<file path="config.mk">
export PLATFORM = sky130hd
export DESIGN_NAME = nor_cmd_decoder
export DESIGN_NICKNAME = d
export VERILOG_FILES = /design/src/rtl/nor_cmd_pkg.sv /design/src/rtl/nor_cycle_classify.sv /design/src/rtl/nor_cmd_fsm.sv /design/src/rtl/nor_op_launch.sv /design/src/rtl/nor_cmd_decoder.sv
export SDC_FILE = /design/constraint.sdc
export NUM_CORES = 1
export LEC_CHECK = 0
export BUFFER_PORTS_ARGS = -buffer_cell sky130_fd_sc_hd__buf_4
export CAP_MARGIN = 25
export CORE_AREA = 2 2 91 93
export DETAILED_ROUTE_END_ITERATION = 8
export DIE_AREA = 0 0 93 95
export GPL_TIMING_DRIVEN = 0
export PLACE_DENSITY = 0.51
export SYNTH_ARGS = -nofsm -noshare
export SYNTH_HDL_FRONTEND = slang
export SYNTH_SLANG_ARGS = --single-unit
</file>
<file path="constraint.sdc">
create_clock -name clk -period 2.9 [get_ports clk]
set_input_delay 0.435 -clock clk [delete_from_list [all_inputs] [get_ports clk]]
set_output_delay 0.435 -clock clk [all_outputs]
set_load 0.01 [all_outputs]
</file>
<file path="src/rtl/nor_cmd_pkg.sv">
package nor_cmd_pkg;

    localparam logic [10:0] UNLK_ADDR_A = 11'h555;
    localparam logic [10:0] UNLK_ADDR_B = 11'h2AA;

    localparam logic [7:0] CODE_UNLK_A    = 8'hAA;
    localparam logic [7:0] CODE_UNLK_B    = 8'h55;
    localparam logic [7:0] CODE_PGM       = 8'hA0;
    localparam logic [7:0] CODE_ERS_SETUP = 8'h80;
    localparam logic [7:0] CODE_CHIP_ERS  = 8'h10;
    localparam logic [7:0] CODE_BYP_ENTER = 8'h20;
    localparam logic [7:0] CODE_BYP_EXIT1 = 8'h90;
    localparam logic [7:0] CODE_BYP_EXIT2 = 8'h00;

    typedef enum logic [3:0] {
        IDLE_READ,
        GOT_UNLK1,
        GOT_UNLK2,
        PGM_WAIT_DATA,
        ERS_ARMED,
        ERS_UNLK1,
        ERS_UNLK2,
        BYP_IDLE,
        BYP_WAIT_DATA,
        BYP_EXIT_ARMED
    } dec_state_t;

    typedef struct packed {
        logic unlk_a;
        logic unlk_b;
        logic pgm;
        logic ers_setup;
        logic chip_ers;
        logic byp_enter;
        logic byp_exit1;
        logic byp_exit2;
    } cyc_flags_t;

endpackage

</file>
<file path="src/rtl/nor_cycle_classify.sv">
module nor_cycle_classify
    import nor_cmd_pkg::*;
#(
    parameter int ADDR_W = 19,
    parameter int DATA_W = 16
) (
    input  logic [ADDR_W-1:0] wr_addr,
    input  logic [DATA_W-1:0] wr_data,
    output cyc_flags_t        flags
);
    localparam logic [ADDR_W-1:0] ADDR_A = ADDR_W'(UNLK_ADDR_A);
    localparam logic [ADDR_W-1:0] ADDR_B = ADDR_W'(UNLK_ADDR_B);

    logic [7:0] code;
    logic       at_a;
    logic       at_b;

    always_comb begin
        code            = wr_data[7:0];
        at_a            = (wr_addr == ADDR_A);
        at_b            = (wr_addr == ADDR_B);
        flags.unlk_a    = at_a && (code == CODE_UNLK_A);
        flags.unlk_b    = at_b && (code == CODE_UNLK_B);
        flags.pgm       = (code == CODE_PGM);
        flags.ers_setup = (code == CODE_ERS_SETUP);
        flags.chip_ers  = (code == CODE_CHIP_ERS);
        flags.byp_enter = (code == CODE_BYP_ENTER);
        flags.byp_exit1 = (code == CODE_BYP_EXIT1);
        flags.byp_exit2 = (code == CODE_BYP_EXIT2);
    end

    if (DATA_W > 8) begin : g_upper_unused
        logic unused_upper;
        assign unused_upper = ^wr_data[DATA_W-1:8];
    end
endmodule

</file>
<file path="src/rtl/nor_cmd_fsm.sv">
module nor_cmd_fsm
    import nor_cmd_pkg::*;
(
    input  logic       clk,
    input  logic       hw_rst_n,
    input  logic       wr_en,
    input  logic       busy,
    input  cyc_flags_t flags,
    output logic       fire_prog,
    output logic       fire_erase,
    output logic       in_bypass
);
    dec_state_t state_q;
    dec_state_t state_d;
    logic       accept;

    assign accept = wr_en && !busy;

    always_comb begin
        state_d = state_q;
        if (accept) begin
            unique case (state_q)
                IDLE_READ:      state_d = flags.unlk_a ? GOT_UNLK1 : IDLE_READ;
                GOT_UNLK1:      state_d = flags.unlk_b ? GOT_UNLK2 : IDLE_READ;
                GOT_UNLK2: begin
                    if (flags.pgm)            state_d = PGM_WAIT_DATA;
                    else if (flags.ers_setup) state_d = ERS_ARMED;
                    else if (flags.byp_enter) state_d = BYP_IDLE;
                    else                      state_d = IDLE_READ;
                end
                PGM_WAIT_DATA:  state_d = IDLE_READ;
                ERS_ARMED:      state_d = flags.unlk_a ? ERS_UNLK1 : IDLE_READ;
                ERS_UNLK1:      state_d = flags.unlk_b ? ERS_UNLK2 : IDLE_READ;
                ERS_UNLK2:      state_d = IDLE_READ;
                BYP_IDLE: begin
                    if (flags.pgm)            state_d = BYP_WAIT_DATA;
                    else if (flags.byp_exit1) state_d = BYP_EXIT_ARMED;
                    else                      state_d = BYP_IDLE;
                end
                BYP_WAIT_DATA:  state_d = BYP_IDLE;
                BYP_EXIT_ARMED: state_d = flags.byp_exit2 ? IDLE_READ : BYP_IDLE;
                default:        state_d = IDLE_READ;
            endcase
        end
    end

    always_ff @(posedge clk or negedge hw_rst_n) begin
        if (!hw_rst_n) state_q <= IDLE_READ;
        else           state_q <= state_d;
    end

    always_comb begin
        fire_prog  = accept && ((state_q == PGM_WAIT_DATA) || (state_q == BYP_WAIT_DATA));
        fire_erase = accept && (state_q == ERS_UNLK2) && flags.chip_ers;
        in_bypass  = (state_q == BYP_IDLE) || (state_q == BYP_WAIT_DATA) ||
                     (state_q == BYP_EXIT_ARMED);
    end

    AST_BUSY_FREEZE: assert property (@(posedge clk) disable iff (!hw_rst_n)
        busy |=> $stable(state_q));
    AST_BYP_EXIT_PATH: assert property (@(posedge clk) disable iff (!hw_rst_n)
        $fell(in_bypass) |-> ($past(state_q) == BYP_EXIT_ARMED));
endmodule

</file>
<file path="src/rtl/nor_op_launch.sv">
module nor_op_launch #(
    parameter int ADDR_W = 19,
    parameter int DATA_W = 16
) (
    input  logic              clk,
    input  logic              hw_rst_n,
    input  logic              fire_prog,
    input  logic              fire_erase,
    input  logic              busy,
    input  logic [ADDR_W-1:0] wr_addr,
    input  logic [DATA_W-1:0] wr_data,
    output logic              prog_start,
    output logic              erase_start,
    output logic [ADDR_W-1:0] prog_addr,
    output logic [DATA_W-1:0] prog_data
);
    always_ff @(posedge clk or negedge hw_rst_n) begin
        if (!hw_rst_n) begin
            prog_start  <= 1'b0;
            erase_start <= 1'b0;
            prog_addr   <= '0;
            prog_data   <= '0;
        end else begin
            prog_start  <= fire_prog;
            erase_start <= fire_erase;
            if (fire_prog) begin
                prog_addr <= wr_addr;
                prog_data <= wr_data;
            end
        end
    end

    AST_PULSE_EXCL: assert property (@(posedge clk) disable iff (!hw_rst_n)
        !(prog_start && erase_start));
    AST_PROG_ONE_CYCLE: assert property (@(posedge clk) disable iff (!hw_rst_n)
        prog_start |=> !prog_start);
    AST_ERASE_ONE_CYCLE: assert property (@(posedge clk) disable iff (!hw_rst_n)
        erase_start |=> !erase_start);
    AST_PROG_NOT_BUSY: assert property (@(posedge clk) disable iff (!hw_rst_n)
        $rose(prog_start) |-> !$past(busy));
    AST_ADDR_HOLD: assert property (@(posedge clk) disable iff (!hw_rst_n)
        !prog_start |-> $stable(prog_addr));
endmodule

</file>
<file path="src/rtl/nor_cmd_decoder.sv">
module nor_cmd_decoder
    import nor_cmd_pkg::*;
#(
    parameter int ADDR_W = 19,
    parameter int DATA_W = 16
) (
    input  logic              clk,
    input  logic              hw_rst_n,
    input  logic              wr_en,
    input  logic [ADDR_W-1:0] wr_addr,
    input  logic [DATA_W-1:0] wr_data,
    input  logic              busy,
    output logic              prog_start,
    output logic              erase_start,
    output logic [ADDR_W-1:0] prog_addr,
    output logic [DATA_W-1:0] prog_data,
    output logic              bypass_mode
);
    cyc_flags_t flags;
    logic       fire_prog;
    logic       fire_erase;

    nor_cycle_classify #(.ADDR_W(ADDR_W), .DATA_W(DATA_W)) u_classify (
        .wr_addr (wr_addr),
        .wr_data (wr_data),
        .flags   (flags)
    );

    nor_cmd_fsm u_fsm (
        .clk        (clk),
        .hw_rst_n   (hw_rst_n),
        .wr_en      (wr_en),
        .busy       (busy),
        .flags      (flags),
        .fire_prog  (fire_prog),
        .fire_erase (fire_erase),
        .in_bypass  (bypass_mode)
    );

    nor_op_launch #(.ADDR_W(ADDR_W), .DATA_W(DATA_W)) u_launch (
        .clk         (clk),
        .hw_rst_n    (hw_rst_n),
        .fire_prog   (fire_prog),
        .fire_erase  (fire_erase),
        .busy        (busy),
        .wr_addr     (wr_addr),
        .wr_data     (wr_data),
        .prog_start  (prog_start),
        .erase_start (erase_start),
        .prog_addr   (prog_addr),
        .prog_data   (prog_data)
    );

    AST_RESET_QUIET: assert property (@(posedge clk)
        !hw_rst_n |-> (!prog_start && !erase_start && !bypass_mode));
endmodule

</file>
# Yosys cells after proc, flatten, opt, wreduce, memory -nomap -nowiden
# Index checks and enable logic that the tools add are counted.
classes:
  n_reduce_logical: 12
  eq_ne: 18
  muxes: 11
ops:
  columns: ["op", "count"]
  rows:
  - ["$eq 8x8->1 const B", 4]
  - ["$pmux 4 s8", 1]
  - ["$eq 19x10->1 const B", 1]
  - ["$eq 19x11->1 const B", 1]
  - ["$eq 4x3->1 const B", 4]
  - ["$mux 4", 4]
  - ["$mux 3", 4]
  - ["$eq 4x2->1 const B", 2]
  - ["$eq 4x4->1 const B", 2]
  - ["$eq 8x5->1 const B", 1]
  - ["$eq 8x6->1 const B", 1]
  - ["$eq 8x7->1 const B", 1]
  - ["$logic_not 8->1", 1]
  - ["$logic_and 1x1->1", 6]
  - ["$eq 4x1->1 const B", 1]
  - ["$logic_not 4->1", 1]
  - ["$logic_or 1x1->1", 3]
  - ["$mux 2", 1]
  - ["$logic_not 1->1", 1]
  - ["$mux 1", 1]
totals:
  input_bits: 39
  reg_bits: 41
  out_inout_bits: 38
  wordCells: 46

# Depth between registers and ports, before layout
# Gate-level depths: netlist of run 1.
logic_depth:
  depth_word: 5
  ltp_mapped: 8
  depth_no_buf: 5

# By module
# Synthesis of run 1 repeated with hierarchy kept, for this count alone.
hier_totals:
  hier_cells: 159
  area_unflattened_um2: 2092.0
modules_own_cells:
  columns: ["mod", "n_inst", "area_each_um2", "cells_per_inst", "seq_area_each_um2"]
  rows:
  - ["nor_op_launch", 1, 1503.9, 76, 925.9]
  - ["nor_cmd_fsm", 1, 406.6, 54, 100.1]
  - ["nor_cycle_classify", 1, 181.4, 29, 0.0]

# Least setup slack after synthesis of run 1
# No wires, ideal clock.
synth_path:
  path_kind: "in2reg"
  start: "input port wr_data[5]"
  end: "register u_fsm.state_q[1]"
  required_time_ns: 2.826
  path_stages: 6
  setup_time_ns: 0.074
  slack_ns: 0.939
  path_buffers: 1
  arrival_ns: 1.887
  path_cell_list: "buf_6 > nand2b_4 > or4_4 > or4_1 > o211a_1 > o21ai_2"
synth_via:
  elab_chain_len: 5
  word_cells_on_any_way: 16
  cone_classes: "eq/ne (5); mux (9); reduce/logical (2)"
synth_lines:
  columns: ["element", "line_no", "source"]
  rows:
  - ["start, declared", "nor_cmd_decoder.sv:11", "input logic [DATA_W-1:0] wr_data,"]
  - ["$eq 8x6->1", "nor_cycle_classify.sv:27", "flags.byp_enter = (code == CODE_BYP_ENTER);"]
  - ["$mux 3", "nor_cmd_fsm.sv:28", "else if (flags.byp_enter) state_d = BYP_IDLE;"]
  - ["$mux 4", "nor_cmd_fsm.sv:27", "else if (flags.ers_setup) state_d = ERS_ARMED;"]
  - ["$mux 4", "nor_cmd_fsm.sv:26", "if (flags.pgm) state_d = PGM_WAIT_DATA;"]
  - ["$pmux 4 s8 *", "nor_cmd_fsm.sv:22", "unique case (state_q)"]
  - ["end signal, assigned", "nor_cmd_fsm.sv:49", "else state_q <= state_d;"]
  - ["end, declared", "nor_cmd_fsm.sv:13", "dec_state_t state_q;"]
# Mark *: on every way between the ends. The rest lies on a longest branch, timed or not.
# A chain may end at the register's enable or synchronous reset.

# Worst setup path in the final report of run 1
layout_path:
  start: "register u_fsm.state_q[1]"
  end: "register u_launch.prog_data[8]"
layout_via:
  elab_chain_len: 3
  word_cells_on_any_way: 4
  cone_classes: "eq/ne (2); reduce/logical (2)"
layout_lines:
  columns: ["element", "line_no", "source"]
  rows:
  - ["$eq 4x2->1 or $eq 4x4->1 (tied branches)", "nor_cmd_fsm.sv:53", "fire_prog = accept && ((state_q == PGM_WAIT_DATA) || (state_q == BYP_WAIT_DATA));"]
  - ["$logic_or 1x1->1 *", "nor_cmd_fsm.sv:53", null]
  - ["$logic_and 1x1->1 *", "nor_cmd_fsm.sv:53", null]
  - ["end signal, assigned", "nor_op_launch.sv:28", "prog_data <= wr_data;"]
  - ["end, declared", "nor_op_launch.sv:15", "output logic [DATA_W-1:0] prog_data"]
# Marked as above.

==> results.txt, run 1 <==
status: finished, final reports clean
core area: 7928 um^2
Finished Cell Area: 2740 um^2
CP Capture Type: flop
Seq/Total Area, Yosys: 53.18%
crit-path most repeated cell: buf_2
Post-CTS Resized: 0
commonest non-fill, non-tap cell in the layout: buf_4
max-capacitance violation count: 0
Startpoint Class: flop
Starting Density: 24.34%
Hold Crit Class: in2async
hold slack: 120.7 ps
Routed WL: 4993 um
Slew Limit Headroom: 64.00%
Syn Inst Count: 157
later-pin clock latency in the skew report: 290 ps
Sink Count: 41
total global routing overflow: 0
gpl congestion: 0.7874
Fmax: 0.4934 GHz
# fillers: 843
CP max stage cell: dfrtp_1
vias in the first global route: 1565
CTS root buf: clkbuf_8
Area after DPL: 2624 um^2
critical-path cell list: clkbuf_1, nor2_1, a21oi_1, or3_1, buf_2, buf_2, mux2_1
Fin. Hold Viols: 0
Setup CP Type: reg2reg
syn nets: 196
# DRC: 0
Setup TNS: 0 ps
Area Growth Syn to Fin: 42.02%
fin. max-slew vios: 0
fin nets: 278
max incr delay on CP: 390 ps
Mean Syn Cell Area: 12.29 um^2
Tot Pwr: 1.224 mW
number of cells on the critical path: 7
# Post-CTS Setup Buffers: 0
Tcrit/Tclk final: 69.89%
CTS H-tree depth: 2
footprint of the multi-input gates: 848.3 um^2
Final setup viols: 0
Die Height: 95 um
Post-synth EDFFs: 0
Pwr Density: 446.7 nW/um^2
most frequent cells in the layout: 75 x buf_4, 41 x dfrtp_1, 35 x mux2_1
IO Pins: 77
GRT Overall Usage: 11.68%
Chip Width: 93 um
Buf+Inv Stages, Crit Path: 3
clk slew on worst S/H paths: 80 ps
Post-Syn Area: 1929 um^2
antenna diode count: 0
Post-CTS Hold Fix Bufs: 0
first-pass GRT wire length: 8024 um
fin crit period: 2027 ps
Num CTS Buffers: 5
Longest Clk Path Bufs: 2
Synth Register Bits: 41
number of routed nets with antenna violations: 0
Final Worst Setup Slack: 873.2 ps
path depth of the worst reg2reg path: 7
final worst clock skew: 5.585 ps
RSZ-0062 raised after global routing: no
via count: 1549
Place WS: 764.6 ps
Reg area: 1026 um^2
Post-DP HPWL: 3738 um
wire per inst: 14.47 um
number of detailed-route iterations in the first pass: 4
pin count of the biggest net entering global routing: 42
synth unique cells: 36
CP max FO: 10
CTS tree: built
Via density: 4.490
post-synthesis async set-or-reset flop share: 100.0%
initial antenna violation count: 0
cell row count: 33
layout cells sized above 1: 38.33%
Crit path max-delay family: buffers and inverters
die area: 8835 um^2
Worst-Margin Slew: 540.0 ps
worst vdd ir: 161.6 uV
Critical Path AT: 2200 ps
Top FF cell, synth: dfrtp_1
Iteration-0 DRC Markers: 69
Leakage: 1.388 nW
Worst EP required: 3080 ps
synth warn: 0
port bufs: 75
## worst register-to-register path, stage by stage, from the launching register on
cell      delay (ps)
dfrtp_1          390
clkbuf_1         210
nor2_1           150
a21oi_1           70
or3_1            330
buf_2            200
buf_2            230
mux2_1           340
## layer usage
| metal | up-vias | routed length (um) | track usage (%) |
|---|---|---|---|
| met2 | 43 | 2492 | 19.63 |
| met1 | 764 | 2144 | 14.58 |
| met4 | 0 | 46 | 2.819 |
| li1 | 737 | - | - |
| met5 | - | 0 | 0 |
| met3 | 5 | 308 | 3.831 |
## cells in the mapped netlist, types with 2 or more instances
cell type	instances	area, um^2
a32oi_1	2	17.52
nor2b_1	2	12.51
nor4bb_1	2	20.02
dfrtp_1	41	1026
nand3_1	5	25.02
nor3_1	4	20.02
nand4_1	3	18.77
and4b_1	3	30.03
nor2_1	12	45.04
nand2_1	7	26.28
nor4_1	3	18.77
clkbuf_1	4	15.01
o21bai_1	2	15.01
or4_1	2	15.01
buf_2	5	25.02
a21oi_1	2	10.01
mux2_1	35	394.1
a31oi_1	3	18.77
xor2_1	3	26.28
## sequential cells by signal, indices dropped and copies added, names as in the netlist
name	flops
u_fsm.state_q	4
u_launch.erase_start	1
u_launch.prog_start	1
u_launch.prog_addr	19
u_launch.prog_data	16
## area by class of cell
cell class / count / area share (%)
flip-flops and latches: 41 / 37.44
multi-input cells: 105 / 30.96
inverters: 1 / 0.1370
clock buffers: 7 / 3.151
plain buffers: 10 / 1.872
well taps: 105 / 4.795
repair buffers: 75 / 20.55
clock inverters: 1 / 1.096
## cell families (layout without fill, tap and decap cells)
kind of cell	after synthesis	count (layout)	synth area share [%]
flip-flops	41	41	53.18
AND/OR/NAND/NOR	53	53	16.80
XOR/XNOR	3	3	1.362
buffers and inverters	11	94	2.853
AO/OA/AOI/OAI	14	14	5.383
multiplexers	35	35	20.43
## path summary, 6_finish.rpt
kind	start	end	slack [ps]
max	u_fsm.state_q[1]	u_launch.prog_data[8]	870
min	hw_rst_n	u_fsm.state_q[3]	120
max reg2reg	u_fsm.state_q[1]	u_launch.prog_data[8]	870
min reg2reg	u_launch.prog_addr[15]	u_launch.prog_addr[15]	500
max in group asynchronous	hw_rst_n	u_launch.prog_data[14]	2410
min in group clk	wr_data[13]	u_launch.prog_data[13]	350
## stage by stage
stage / instances / utilization, %
3_3_place_gp: 337 / 33.10
5_1_grt: 345 / 34.56
3_5_place_dp: 337 / 33.10
4_1_cts: 345 / 34.56
6_report: 345 / 34.56
2_1_floorplan: 157 / -
## power breakdown
| part | internal [mW] | leakage [nW] | switching, mW |
|---|---|---|---|
| Sequential | 0.590 | 0.555 | 0.00939 |
| Combinational | 0.0737 | 0.775 | 0.0608 |
| Clock | 0.281 | 0.0585 | 0.209 |
Power figures use the tool's default switching activity.
==> run 2, diff against run 1 <==
==> constraint.sdc (replaced) <==
create_clock -name clk -period 1.9 [get_ports clk]
set_input_delay 0.285 -clock clk [delete_from_list [all_inputs] [get_ports clk]]
set_output_delay 0.285 -clock clk [all_outputs]
set_load 0.01 [all_outputs]
==> results.txt, run 2 (synthesis gave the netlist of run 1 again) <==
status: finished, final reports clean
max FFs per register: 19 (unchanged)
# DRC: 0 (unchanged)
Slew Limit Headroom: 63.99% (about the same)
Place WS: -138.4 ps (-903.0 ps)
max-capacitance violation count: 0 (unchanged)
most frequent cells in the layout: 79 x buf_4, 41 x dfrtp_1, 35 x mux2_1
Hold Crit Class: in2reg
Iteration-0 DRC Markers: 71 (+2.9%)
Critical Path AT: 1940 ps (-260 ps)
Area after DPL: 2624 um^2 (unchanged)
fin nets: 283 (+1.8%)
RSZ-0062 raised after global routing: no
Area Growth Syn to Fin: 46.56%
Final Worst Setup Slack: 132.0 ps (-741.3 ps)
Fin. Hold Viols: 0 (unchanged)
Leakage: 1.434 nW (+3.3%)
clk slew on worst S/H paths: 80 ps (about the same)
pin count of the biggest net entering global routing: 42 (unchanged)
Chip Width: 93 um (unchanged)
Num CTS Buffers: 5 (unchanged)
top flop regs: u_launch.prog_addr x19, u_launch.prog_data x16, u_fsm.state_q x4
grt met2 use: 19.81% (+0.18 points)
initial antenna violation count: 0 (unchanged)
port bufs: 75 (unchanged)
CP Capture Type: flop
CTS root buf: clkbuf_8
IO Pins: 77 (unchanged)
Tcrit/Tclk final: 93.05% (+23 points)
Setup TNS: 0 ps (unchanged)
grt peak-use layer: met2
Pwr Density: 660.6 nW/um^2 (+48%)
Startpoint Class: flop
Routed WL: 5080 um (+1.7%)
Finished Cell Area: 2828 um^2 (+3.2%)
number of detailed-route iterations in the first pass: 4 (unchanged)
wire per inst: 14.51 um (+0.29%)
Die Height: 95 um (unchanged)
final worst clock skew: 5.200 ps (-0.3843 ps)
Worst-Margin Slew: 540.1 ps (+0.05847 ps)
core area: 7928 um^2 (unchanged)
fin. max-slew vios: 0 (unchanged)
CP max FO: 10 (unchanged)
first-pass GRT wire length: 8052 um (+0.35%)
worst vdd ir: 246.2 uV (+52%)
GRT Overall Usage: 11.74% (+0.068 points)
via count: 1568 (+1.2%)
gpl congestion: 0.7874 (unchanged)
total global routing overflow: 0 (unchanged)
Setup CP Type: reg2reg
met1 Track Usage GR: 14.73% (+0.15 points)
Post-DP HPWL: 3738 um (unchanged)
# fillers: 844 (+0.12%)
CTS H-tree depth: 2 (unchanged)
Starting Density: 24.34% (unchanged)
Final setup viols: 0 (unchanged)
Worst EP required: 2080 ps (-1000 ps)
commonest non-fill, non-tap cell in the layout: buf_4
Sink Count: 41 (unchanged)
number of routed nets with antenna violations: 0 (unchanged)
Via density: 4.480 (-0.22%)
later-pin clock latency in the skew report: 290 ps (about the same)
Longest Clk Path Bufs: 2 (unchanged)
Fmax: 0.5656 GHz (+15%)
GRT met3 Usage: 3.671% (-0.16 points)
die area: 8835 um^2 (unchanged)
fin crit period: 1768 ps (-258.7 ps)
layout cells sized above 1: 40.82% (+2.5 points)
CTS tree: built
antenna diode count: 0 (unchanged)
Largest Register: u_launch.prog_addr
cell row count: 33 (unchanged)
vias in the first global route: 1562 (-0.19%)
## run 2: cell count changes in the layout (fill, tap and decap cells not counted), sizes merged
cell and delta:
clkbuf -2, dlygate4sd3 +1, buf +6
## run 2: worst paths after layout
check,from,endpoint,slack (ps),cells past startpoint
min in group asynchronous,hw_rst_n,u_fsm.state_q[3],520,2
max in group asynchronous,hw_rst_n,u_launch.prog_data[14],1010,2
hold reg to reg,u_launch.prog_addr[5],u_launch.prog_addr[5],500,1
hold / removal,wr_data[13],u_launch.prog_data[13],200,2
setup reg to reg,u_fsm.state_q[1],u_launch.prog_data[8],130,7
setup / recovery,u_fsm.state_q[1],u_launch.prog_data[8],130,7
## run 2: report_power, final
part	switching (mW)	total, mW	internal, mW	leakage [nW]
Combinational	0.0935	0.207	0.114	0.821
Sequential	0.0142	0.914	0.900	0.555
Clock	0.317	0.746	0.429	0.0585
## run 2: critical path, cell delays in order, from the launching register on
cell and delay [ps]:
dfrtp_1 400, buf_6 140, nor2_2 90, a21oi_1 70, or3_4 340, buf_6 150
buf_6 140, mux2_1 310
## run 2: layout make-up
cell class | instances | area [um^2] | area share (%)
well taps | 105 | 131.4 | 4.646
repair buffers | 81 | 608.1 | 21.50
inverters | 1 | 3.754 | 0.1327
plain buffers | 9 | 86.33 | 3.053
clock inverters | 1 | 30.03 | 1.062
flip-flops and latches | 41 | 1026 | 36.28
clock buffers | 7 | 86.33 | 3.053
multi-input cells | 105 | 855.8 | 30.27
## run 2: metal layers
metal / wire length, um / share of wire, % / up-vias
li1: - / - / 748
met1: 2180 / 43 / 770
met2: 2561 / 50 / 45
met3: 291 / 5.7 / 5
met4: 46 / 0.91 / 0
met5: 0 / 0 / -
## run 2: through the flow
| step | std cells | total power, mW | hold WS [ps] | utilization (%) |
|---|---|---|---|---|
| after floorplan | 157 | 0.9897 | -10.59 | - |
| after global placement | 337 | 1.140 | 319.5 | 33.10 |
| after detailed placement | 337 | 1.143 | 322.1 | 33.10 |
| after CTS | 346 | 1.908 | 192.1 | 34.91 |
| after global routing | 350 | 1.964 | 183.4 | 35.67 |
| final | 350 | 1.868 | 197.2 | 35.67 |
## run 2: timing repair
action,4_1_cts,5_1_grt
pin swaps,0,1
resized for setup,7,10
hold endpoints to repair,8,0
hold buffers,1,0
setup buffers,0,4
setup endpoints to repair,29,31
cloned,0,1
==> run 3, diff against run 2 <==
--- a/config.mk
+++ b/config.mk
@@ -7,11 +7,12 @@
 export LEC_CHECK = 0
 export BUFFER_PORTS_ARGS = -buffer_cell sky130_fd_sc_hd__buf_4
 export CAP_MARGIN = 25
-export CORE_AREA = 2 2 91 93
+export CORE_AREA = 2 2 95 97
 export DETAILED_ROUTE_END_ITERATION = 8
-export DIE_AREA = 0 0 93 95
+export DIE_AREA = 0 0 97 99
 export GPL_TIMING_DRIVEN = 0
-export PLACE_DENSITY = 0.51
+export PLACE_DENSITY = 0.5
 export SYNTH_ARGS = -nofsm -noshare
 export SYNTH_HDL_FRONTEND = slang
+export SYNTH_HIERARCHICAL = 1
 export SYNTH_SLANG_ARGS = --single-unit
==> results.txt, run 3 <==
vias in the first global route: 1583 (+1.3%)
Mean Syn Cell Area: 13.16 um^2 (+7.1%)
pin count of the biggest net entering global routing: 42 (unchanged)
Routed WL: 5098 um (+0.35%)
CTS H-tree depth: 2 (unchanged)
Startpoint Class: primary input
status: finished, final reports clean
Post-synth EDFFs: 0 (unchanged)
Clock power frac: 32.8% (-7.2 points)
Die Height: 99 um (+4.2%)
layout cells sized above 1: 56.50% (+16 points)
Reg area: 1026 um^2 (unchanged)
final worst clock skew: 7.356 ps (+2.156 ps)
Yosys top cell area share: 49.04% (-4.1 points)
Buf+Inv Stages, Crit Path: 1 (-2)
Hold Crit Class: in2reg
Post-DP HPWL: 3845 um (+2.9%)
Post-Syn Area: 2092 um^2 (+8.4%)
Starting Density: 24.47% (+0.13 points)
Via density: 4.469 (-0.25%)
post-synthesis async set-or-reset flop share: 100.0% (unchanged)
Longest Clk Path Bufs: 2 (unchanged)
Crit path max-delay family: simple AND/OR/NAND/NOR gates
synth cell count leaders: 41 x dfrtp_1, 30 x mux2_4, 10 x nor2_1
Slew Limit Headroom: 64.87% (+0.87 points)
synth unique cells: 37 (+2.8%)
Setup CP Type: in2reg
max FFs per register: 19 (unchanged)
cell row count: 34 (+3.0%)
most frequent cells in the layout: 80 x buf_4, 41 x dfrtp_1, 30 x mux2_4
Final setup viols: 0 (unchanged)
Top FF cell, synth: dfrtp_1
first-pass GRT wire length: 8128 um (+0.94%)
number of routed nets with antenna violations: 0 (unchanged)
# DRC: 0 (unchanged)
CP Capture Type: flop
clk slew on worst S/H paths: 80 ps (about the same)
gpl congestion: 0.8316 (+5.6%)
port bufs: 76 (+1.3%)
Area Growth Syn to Fin: 40.67%
Num CTS Buffers: 5 (unchanged)
CTS root buf: clkbuf_8
Sequential Power Share: 54.2% (+5.3 points)
antenna diode count: 0 (unchanged)
critical-path cell list: buf_4, or4b_4, or4b_4, nor4_4, a21oi_1, o211a_1, o21ai_2
Final Util: 34.42% (-1.3 points)
Place WS: -307.8 ps (-169.4 ps)
Worst-Margin Slew: 527.0 ps (-13.09 ps)
fin. max-slew vios: 0 (unchanged)
max incr delay on CP: 530 ps (+130 ps)
CP max FO: 3 (-7)
Net Switching: 0.4073 mW (-4.2%)
GRT Overall Usage: 10.65% (-1.1 points)
Final Worst Setup Slack: 57.54 ps (-74.42 ps)
# fillers: 865 (+2.5%)
Largest Register: u_launch/prog_addr
Seq/Total Area, Yosys: 49.04% (-4.1 points)
sw frac: 24.09% (+1.3 points)
commonest non-fill, non-tap cell in the layout: buf_4
footprint of the multi-input gates: 982.2 um^2 (+15%)
Syn Inst Count: 159 (+1.3%)
initial antenna violation count: 0 (unchanged)
Sink Count: 41 (unchanged)
Iteration-0 DRC Markers: 66 (-7.0%)
via count: 1582 (+0.89%)
syn nets: 198 (+1.0%)
crit-path most repeated cell: or4b_4
CTS tree: built
Fmax: 0.5428 GHz (-4.0%)
P_int: 1.283 mW (-11%)
RSZ-0062 raised after global routing: no
number of detailed-route iterations in the first pass: 4 (unchanged)
worst vdd ir: 249.7 uV (+1.4%)
Synth area leader: dfrtp_1
fin crit period: 1842 ps (+74.42 ps)
Logic pwr share: 12.9% (+1.8 points)
fin nets: 284 (+0.35%)
Chip Width: 97 um (+4.3%)
Worst EP required: 2120 ps (+40 ps)
Fin. Hold Viols: 0 (unchanged)
wire per inst: 14.40 um (-0.78%)
Pwr Density: 574.6 nW/um^2 (-13%)
IO Pins: 77 (unchanged)
top flop regs: u_launch/prog_addr x19, u_launch/prog_data x16, u_fsm/state_q x4
Critical Path AT: 2070 ps (+130 ps)
Synth area leaders: dfrtp_1 49%, mux2_4 22%, buf_12 2.9%
later-pin clock latency in the skew report: 290 ps (about the same)
CP max stage cell: or4b_4
total global routing overflow: 0 (unchanged)
max-capacitance violation count: 0 (unchanged)
Tcrit/Tclk final: 96.97% (+3.9 points)
core area: 8551 um^2 (+7.9%)
synth warn: 6 (+6)
die area: 9603 um^2 (+8.7%)
Leakage: 1.408 nW (-1.8%)
cell with the most instances after synthesis: dfrtp_1
Synth Register Bits: 41 (unchanged)
[run 3: cell type report]
type / instances / share of cell area [%]
clock inverter: 3 / 0.5952
clock buffer: 5 / 2.338
tap: 108 / 4.592
buffer: 8 / 3.614
multi-input combinational: 108 / 33.38
inverter: 1 / 0.1276
sequential: 41 / 34.86
timing repair buffer: 80 / 20.49
[run 3: worst register-to-register path, cell delays in order (launching register included)]
cell,delay [ps]
dfrtp_1,380
buf_6,140
nor2_2,120
a21oi_1,90
nor3_2,250
buf_6,200
buf_12,160
mux2_4,310
[run 3: path summary, 6_finish.rpt]
| path | startpoint | endpoint | slack [ps] | depth (start not counted) |
|---|---|---|---|---|
| worst min-delay path | wr_data[12] | u_launch/prog_data[12] | 220 | 2 |
| max in group asynchronous | hw_rst_n | u_launch/prog_addr[6] | 1020 | 2 |
| worst max register to register | u_fsm/state_q[1] | u_launch/prog_addr[0] | 140 | 7 |
| worst min register to register | u_launch/prog_addr[0] | u_launch/prog_addr[0] | 510 | 1 |
| min in group asynchronous | hw_rst_n | u_launch/prog_data[10] | 500 | 2 |
| worst max-delay path | wr_addr[1] | u_fsm/state_q[0] | 60 | 7 |
[run 3: power groups by stage]
stage / logic, mW / registers (mW) / clock network [mW]
2_1_floorplan: 0.0558 / 0.946 / 0
3_3_place_gp: 0.219 / 0.934 / 0
3_5_place_dp: 0.221 / 0.934 / 0
4_1_cts: 0.223 / 0.918 / 0.591
5_1_grt: 0.238 / 0.921 / 0.633
6_report: 0.219 / 0.917 / 0.555
[run 3: per-stage QoR]
stage	cells	area (um^2)	hold slack (ps)	total power [mW]	setup TNS (ps)
floorplan	159	2092	-10.59	1.002	0
global placement	343	2798	310.6	1.152	-522.6
detailed placement	343	2798	313.8	1.154	-1991
CTS	351	2895	208.3	1.731	0
global route	354	2943	200.2	1.792	0
finish	354	2943	218.7	1.691	0
[run 3: logic make-up after synthesis]
logic type / share of synthesized area [%]
buf+inv: 5.262
mux: 24.22
simple gates: 15.37
flops: 49.04
compound gates: 5.683
xor+xnor: 0.4187
[run 3: repair_timing]
item,4_1_cts,5_1_grt
setup buffers,0,3
gates resized for setup,1,6
hold endpoints to repair,18,0
setup endpoints to repair,30,32
hold buffers,1,0
pin swaps,0,1
[run 3: metal layers]
layer | GRT usage, % | part of all wire, %
met1 | 13.77 | 43
met2 | 17.41 | 51
met3 | 3.191 | 5.8
met4 | 2.925 | 0.27
met5 | 0 | 0
